[config.mk]
export PLATFORM = sky130hd
export DESIGN_NAME = console_port_regs
export DESIGN_NICKNAME = d
export VERILOG_FILES = /design/src/rtl/cons_pkg.sv /design/src/rtl/cons_reg_decode.sv /design/src/rtl/cons_rx_hold.sv /design/src/rtl/cons_tx_fifo.sv /design/src/rtl/console_port_regs.sv
export SDC_FILE = /design/constraint.sdc
export NUM_CORES = 1
export LEC_CHECK = 0
export BUFFER_PORTS_ARGS = -buffer_cell sky130_fd_sc_hd__buf_4
export CAP_MARGIN = 10
export CORE_MARGIN = 4
export CORE_UTILIZATION = 54
export CTS_CLUSTER_DIAMETER = 100
export DETAILED_ROUTE_END_ITERATION = 7
export PLACE_DENSITY = 0.92
export SYNTH_ARGS = -nofsm -noshare
export SYNTH_HDL_FRONTEND = slang
export SYNTH_SLANG_ARGS = --single-unit
export TNS_END_PERCENT = 30
[constraint.sdc]
create_clock -name clk -period 4.6 [get_ports clk]
set_clock_uncertainty 0.15 [all_clocks]
set_input_delay 0.92 -clock clk [delete_from_list [all_inputs] [get_ports clk]]
set_output_delay 0.92 -clock clk [all_outputs]
set_load 0.02 [all_outputs]
[src/rtl/cons_pkg.sv]
package cons_pkg;

    localparam int unsigned OFF_IN_DATA  = 16;
    localparam int unsigned OFF_IN_STAT  = 20;
    localparam int unsigned OFF_OUT_DATA = 24;
    localparam int unsigned OFF_OUT_STAT = 28;

    localparam logic [7:0] STAT_USABLE = 8'h01;
    localparam logic [7:0] STAT_BLOCKED = 8'h00;

    typedef enum logic [2:0] {
        RS_NONE,
        RS_IN_DATA,
        RS_IN_STAT,
        RS_OUT_DATA,
        RS_OUT_STAT
    } reg_sel_e;

    typedef struct packed {
        logic       rd;
        logic       wr;
        reg_sel_e   sel;
        logic [7:0] wbyte;
    } reg_op_t;

    function automatic logic [7:0] status_byte(input logic usable);
        return usable ? STAT_USABLE : STAT_BLOCKED;
    endfunction

endpackage

[src/rtl/cons_reg_decode.sv]
module cons_reg_decode
    import cons_pkg::*;
#(
    parameter int unsigned ADDR_W = 6
) (
    input  logic              bus_sel,
    input  logic              bus_wr,
    input  logic [ADDR_W-1:0] bus_addr,
    input  logic [7:0]        wbyte,
    output reg_op_t           op
);
    logic [31:0] offset;

    always_comb begin
        offset   = 32'(bus_addr);
        op.rd    = bus_sel && !bus_wr;
        op.wr    = bus_sel && bus_wr;
        op.wbyte = wbyte;
        if (!bus_sel)                  op.sel = RS_NONE;
        else if (offset == OFF_IN_DATA)  op.sel = RS_IN_DATA;
        else if (offset == OFF_IN_STAT)  op.sel = RS_IN_STAT;
        else if (offset == OFF_OUT_DATA) op.sel = RS_OUT_DATA;
        else if (offset == OFF_OUT_STAT) op.sel = RS_OUT_STAT;
        else                             op.sel = RS_NONE;
    end
endmodule

[src/rtl/cons_rx_hold.sv]
module cons_rx_hold (
    input  logic       clk,
    input  logic       rst,
    input  logic       poll,
    input  logic       take,
    input  logic       rx_valid,
    input  logic [7:0] rx_data,
    output logic       rx_ready,
    output logic       hold_full,
    output logic [7:0] hold_data,
    output logic       avail_now
);
    logic capture;

    assign rx_ready  = poll && !hold_full;
    assign capture   = rx_ready && rx_valid;
    assign avail_now = hold_full || capture;

    always_ff @(posedge clk) begin
        if (rst) begin
            hold_full <= 1'b0;
            hold_data <= 8'h00;
        end else if (capture) begin
            hold_full <= 1'b1;
            hold_data <= rx_data;
        end else if (take) begin
            hold_full <= 1'b0;
        end
    end
endmodule

[src/rtl/cons_tx_fifo.sv]
module cons_tx_fifo #(
    parameter int unsigned DEPTH = 4
) (
    input  logic       clk,
    input  logic       rst,
    input  logic       push,
    input  logic [7:0] push_data,
    output logic       has_room,
    output logic       tx_valid,
    output logic [7:0] tx_data,
    input  logic       tx_ready
);
    localparam int unsigned PTR_W = (DEPTH > 1) ? $clog2(DEPTH) : 1;
    localparam int unsigned CNT_W = $clog2(DEPTH + 1);
    localparam logic [PTR_W-1:0] LAST = PTR_W'(DEPTH - 1);

    logic [7:0]       mem [DEPTH];
    logic [PTR_W-1:0] wr_ptr, rd_ptr;
    logic [CNT_W-1:0] count;
    logic             do_push, do_pop;

    assign has_room = count < CNT_W'(DEPTH);
    assign tx_valid = count != '0;
    assign tx_data  = mem[rd_ptr];
    assign do_push  = push && has_room;
    assign do_pop   = tx_valid && tx_ready;

    function automatic logic [PTR_W-1:0] bump(input logic [PTR_W-1:0] p);
        return (p == LAST) ? '0 : p + 1'b1;
    endfunction

    always_ff @(posedge clk) begin
        if (rst) begin
            wr_ptr <= '0;
            rd_ptr <= '0;
            count  <= '0;
        end else begin
            if (do_push) wr_ptr <= bump(wr_ptr);
            if (do_pop)  rd_ptr <= bump(rd_ptr);
            if (do_push && !do_pop)      count <= count + 1'b1;
            else if (do_pop && !do_push) count <= count - 1'b1;
        end
    end

    generate
        for (genvar i = 0; i < DEPTH; i++) begin : g_slot
            always_ff @(posedge clk) begin
                if (rst)
                    mem[i] <= 8'h00;
                else if (do_push && wr_ptr == PTR_W'(i))
                    mem[i] <= push_data;
            end
        end
    endgenerate
endmodule

[src/rtl/console_port_regs.sv]
module console_port_regs
    import cons_pkg::*;
#(
    parameter int unsigned ADDR_W   = 6,
    parameter int unsigned TX_DEPTH = 4
) (
    input  logic              clk,
    input  logic              rst,
    input  logic              bus_sel,
    input  logic              bus_wr,
    input  logic [ADDR_W-1:0] bus_addr,
    input  logic [31:0]       bus_wdata,
    output logic [31:0]       bus_rdata,
    output logic              bus_rvalid,
    input  logic              rx_valid,
    input  logic [7:0]        rx_data,
    output logic              rx_ready,
    output logic              tx_valid,
    output logic [7:0]        tx_data,
    input  logic              tx_ready
);
    reg_op_t    op;
    logic       poll, take, push;
    logic       hold_full, avail_now, has_room;
    logic [7:0] hold_data, rd_byte;
    logic       unused_wdata_hi;

    assign unused_wdata_hi = ^bus_wdata[31:8];

    cons_reg_decode #(.ADDR_W(ADDR_W)) u_dec (
        .bus_sel (bus_sel),
        .bus_wr  (bus_wr),
        .bus_addr(bus_addr),
        .wbyte   (bus_wdata[7:0]),
        .op      (op)
    );

    assign poll = op.rd && op.sel == RS_IN_STAT;
    assign take = op.rd && op.sel == RS_IN_DATA;
    assign push = op.wr && op.sel == RS_OUT_DATA;

    cons_rx_hold u_rx (
        .clk      (clk),
        .rst      (rst),
        .poll     (poll),
        .take     (take),
        .rx_valid (rx_valid),
        .rx_data  (rx_data),
        .rx_ready (rx_ready),
        .hold_full(hold_full),
        .hold_data(hold_data),
        .avail_now(avail_now)
    );

    cons_tx_fifo #(.DEPTH(TX_DEPTH)) u_tx (
        .clk      (clk),
        .rst      (rst),
        .push     (push),
        .push_data(op.wbyte),
        .has_room (has_room),
        .tx_valid (tx_valid),
        .tx_data  (tx_data),
        .tx_ready (tx_ready)
    );

    always_comb begin
        case (op.sel)
            RS_IN_DATA:  rd_byte = hold_full ? hold_data : 8'h00;
            RS_IN_STAT:  rd_byte = status_byte(avail_now);
            RS_OUT_STAT: rd_byte = status_byte(has_room);
            default:     rd_byte = 8'h00;
        endcase
    end

    always_ff @(posedge clk) begin
        if (rst) begin
            bus_rvalid <= 1'b0;
            bus_rdata  <= '0;
        end else begin
            bus_rvalid <= op.rd;
            bus_rdata  <= op.rd ? {24'h000000, rd_byte} : '0;
        end
    end
endmodule

==> out/qor.yml <==
setup_path:
  cp.depth: 4
  cpPeakStageDelay_ns: 0.34
  r2r_slack_ns: 2.28
  path_buf_inv: 2
  crit_type: "input port to output pin"
  worst_r2r_endpoint: "u_tx.count[2]"
  worstPathArrival_ns: 1.92
  critPathMostFrequentCell: "buf_4"
  cp_max_fo: 6
  crit_end: "rx_ready"
  r2r_cells: 8
  crit_chain: "buf_4 -> nand4bb_2 -> nor4_1 -> buf_4"
  timing.rr.start: "u_tx.count[2]"
  crit_family: "simple AND/OR/NAND/NOR gates"
  startpoint_type: "input port"
  cp-end-kind: "output pin"
  crit_required_ns: 3.53
  critPathLaunch: "bus_addr[3]"
  worst_path_max_delay_cell: "nand4bb_2"
floorplan:
  pin_count: 95
  core_area_um2: 5172
  row_count: 26
  start_util_pct: 56.29
  die_w_um: 81.43
  die-area_um2: 6631
  fp.dieH_um: 81.43
clock_network:
  htreeDepth: 3
  cts_setup_buffers: 0
  cts_max_path_buffers: 2
  clock-sinks: 59
  ctsHoldBuffers: 0
  cts_tree: "done"
  cts_resized: 0
  root_buffer: "clkbuf_8"
  path_clk_slew_ns: 0.07
  clock_latency_ns: 0.33
  cts_buffers: 9
power_and_ir_drop:
  pwr-share-seq_pct: 45.9
  power.net_switching_w: 0.0003881
  internal_power_w: 0.0009976
  power.density_nw_per_um2: 407.6
  p_leak_nw: 1.391
  clockPowerShare_pct: 32.4
  ir_drop_mv: 0.2062
  sw_frac_of_total_pct: 28.01
  p_comb_share_pct: 21.7
detailed_routing:
  drc: 0
  vias: 1793
  firstDrtPassIters: 4
  ant_nets: 0
  wl_per_cell_um: 15.01
  viasPerCell: 5.022
  routed_wl_um: 5358
  first_iter_violations: 71
global_routing:
  grt_usage_pct: 17.90
  overflow: 0
  grt_max_degree: 41
  grt_pass1_vias: 1869
  grt_pass1_wl_um: 8673
  antenna_found_initial: 0
timing:
  worstMarginPinSlew_ns: 1.004
  final_hold_viol_count: 0
  tns_ns: 0
  relSlewSlack_pct: 32.12
  rsz0062_at_grt: "false"
  max_freq_mhz: 334.7
  min_period_ns: 2.988
  slew_violations: 0
  fin_crit_sh_pct: 64.95
  timing.final.ws_setup_ns: 1.612
  setup-violations-final: 0
yosys:
  syn_avg_cell_area_um2: 12.34
  ys_seq_area_share_pct: 51.57
  synth_seq_cells: 59
  syn_inst: 236
  yosys-top-cells-area: "edfxtp_1 (33%), dfxtp_1 (19%), nand2b_1 (6.4%)"
  synth_top_area_share_pct: 33.00
  yosysUniqueCellTypes: 43
  synth_area_leader_cell: "edfxtp_1"
  synth_warnings: 0
  netlist_area_um2: 2912
cells_and_area:
  diodes: 0
  mostFrequentLayoutCells: "buf_4 (46), nor2_1 (36), edfxtp_1 (32)"
  drive_gt1_share_pct: 27.18
  final_common_cell: "buf_4"
  final_util_pct: 65.72
  areaGrowthSynthToFinish_pct: 16.76
  fin_nets: 341
  final_cells: 357
place:
  gp_congestion: 0.8037
  post-place-ws_ns: 1.321
  portBuffers: 46
  dpl.hpwl_um: 3705
  dp.cells: 341
hold_path:
  hp-class: "flop to flop"
status:
  outcome: "completed"
job:
  cap_violations: 0
-- cell families after synthesis --
family,count (synthesis),share of synthesized area (%)
and+or+nand+nor,102,23.85
xor gates and xnor gates,2,0.6017
AOI/OAI and AO/OA,9,2.278
other,1,0.1288
buffers and inverters,37,8.294
muxes,19,10.01
DFF,59,51.57
adders and majority gates,7,3.266
-- worst min-delay path by stage --
stage	from	end	slack, ns	depth (start not counted)
final	u_rx.hold_data[2]	bus_rdata[2]	0.30	1
after detailed placement	u_rx.hold_data[5]	bus_rdata[5]	0.29	1
after floorplan	u_rx.hold_data[1]	bus_rdata[1]	0.28	1
after global placement	u_rx.hold_data[1]	bus_rdata[1]	0.29	1
after global routing	u_rx.hold_data[7]	bus_rdata[7]	0.33	1
after CTS	u_rx.hold_data[5]	bus_rdata[5]	0.31	1
-- area by class of cell --
type,count,area (um2)
sequential,59,1501
tap,70,87.58
fill,416,1773
clock buffer,15,187.7
clock inverter,1,5.005
inverter,3,11.26
timing repair buffer,46,345.3
multi-input combinational,163,1261
-- metal layers --
metal,GRT usage (%),vias to the layer above,part of all wire [%]
li1,-,886,-
met1,19.81,833,38
met2,31.35,63,53
met3,6.360,11,6.8
met4,6.926,0,1.2
met5,0,-,0
-- power by group through the flow --
stage               clock, W  combinational, W  sequential, W
floorplan                  0          0.000247       0.000619
global placement           0          0.000291       0.000646
detailed placement         0          0.000300       0.000648
CTS                 0.000459          0.000304       0.000637
global route        0.000486          0.000328       0.000642
finish              0.000449          0.000301       0.000636
-- cells in the mapped netlist (all sizes together) --
library cell / count
nor2: 36
edfxtp: 32
buf: 30
nand2b: 30
dfxtp: 27
mux2i: 10
mux4: 8
and2: 7
ha: 6
clkbuf: 4
nand4b: 4
nand4bb: 4
nor3: 4
nor4: 4
inv: 3
or3: 3
a21oi: 2
o21ai: 2
o31ai: 2
xor2: 2
a2111oi: 1
a211oi: 1
a41oi: 1
and4b: 1
and4bb: 1
conb: 1
fa: 1
mux2: 1
nand2: 1
nand3: 1
nand3b: 1
nor3b: 1
nor4b: 1
nor4bb: 1
or2: 1
or4: 1
-- worst reg2reg max path: stages, from the launching register on --
cell       delay (ns)
dfxtp_1          0.36
nand4bb_1        0.24
nor3_2           0.24
ha_1             0.24
inv_1            0.06
fa_1             0.37
xor2_1           0.16
or3_1            0.30
a21oi_1          0.14
-- per-stage QoR --
| step | cell area [um2] | hold slack, ns | power [W] |
|---|---|---|---|
| finish | 3400 | 0.3022 | 0.001386 |
| global placement | 3207 | 0.2908 | 0.0009365 |
| floorplan | 2998 | 0.2809 | 0.0008659 |
| detailed placement | 3207 | 0.2922 | 0.0009473 |
| CTS | 3400 | 0.3076 | 0.001401 |
| global route | 3400 | 0.3279 | 0.001456 |
-- state kept, by name, summed over array words and instances, names as in the netlist, named ones only --
signal and count:
u_tx.mem 32, u_tx.count 3, u_tx.wr_ptr 2, bus_rvalid 1, u_rx.hold_data 8, bus_rdata 8
u_tx.rd_ptr 2, u_rx.hold_full 1
Power figures use the tool's default switching activity.
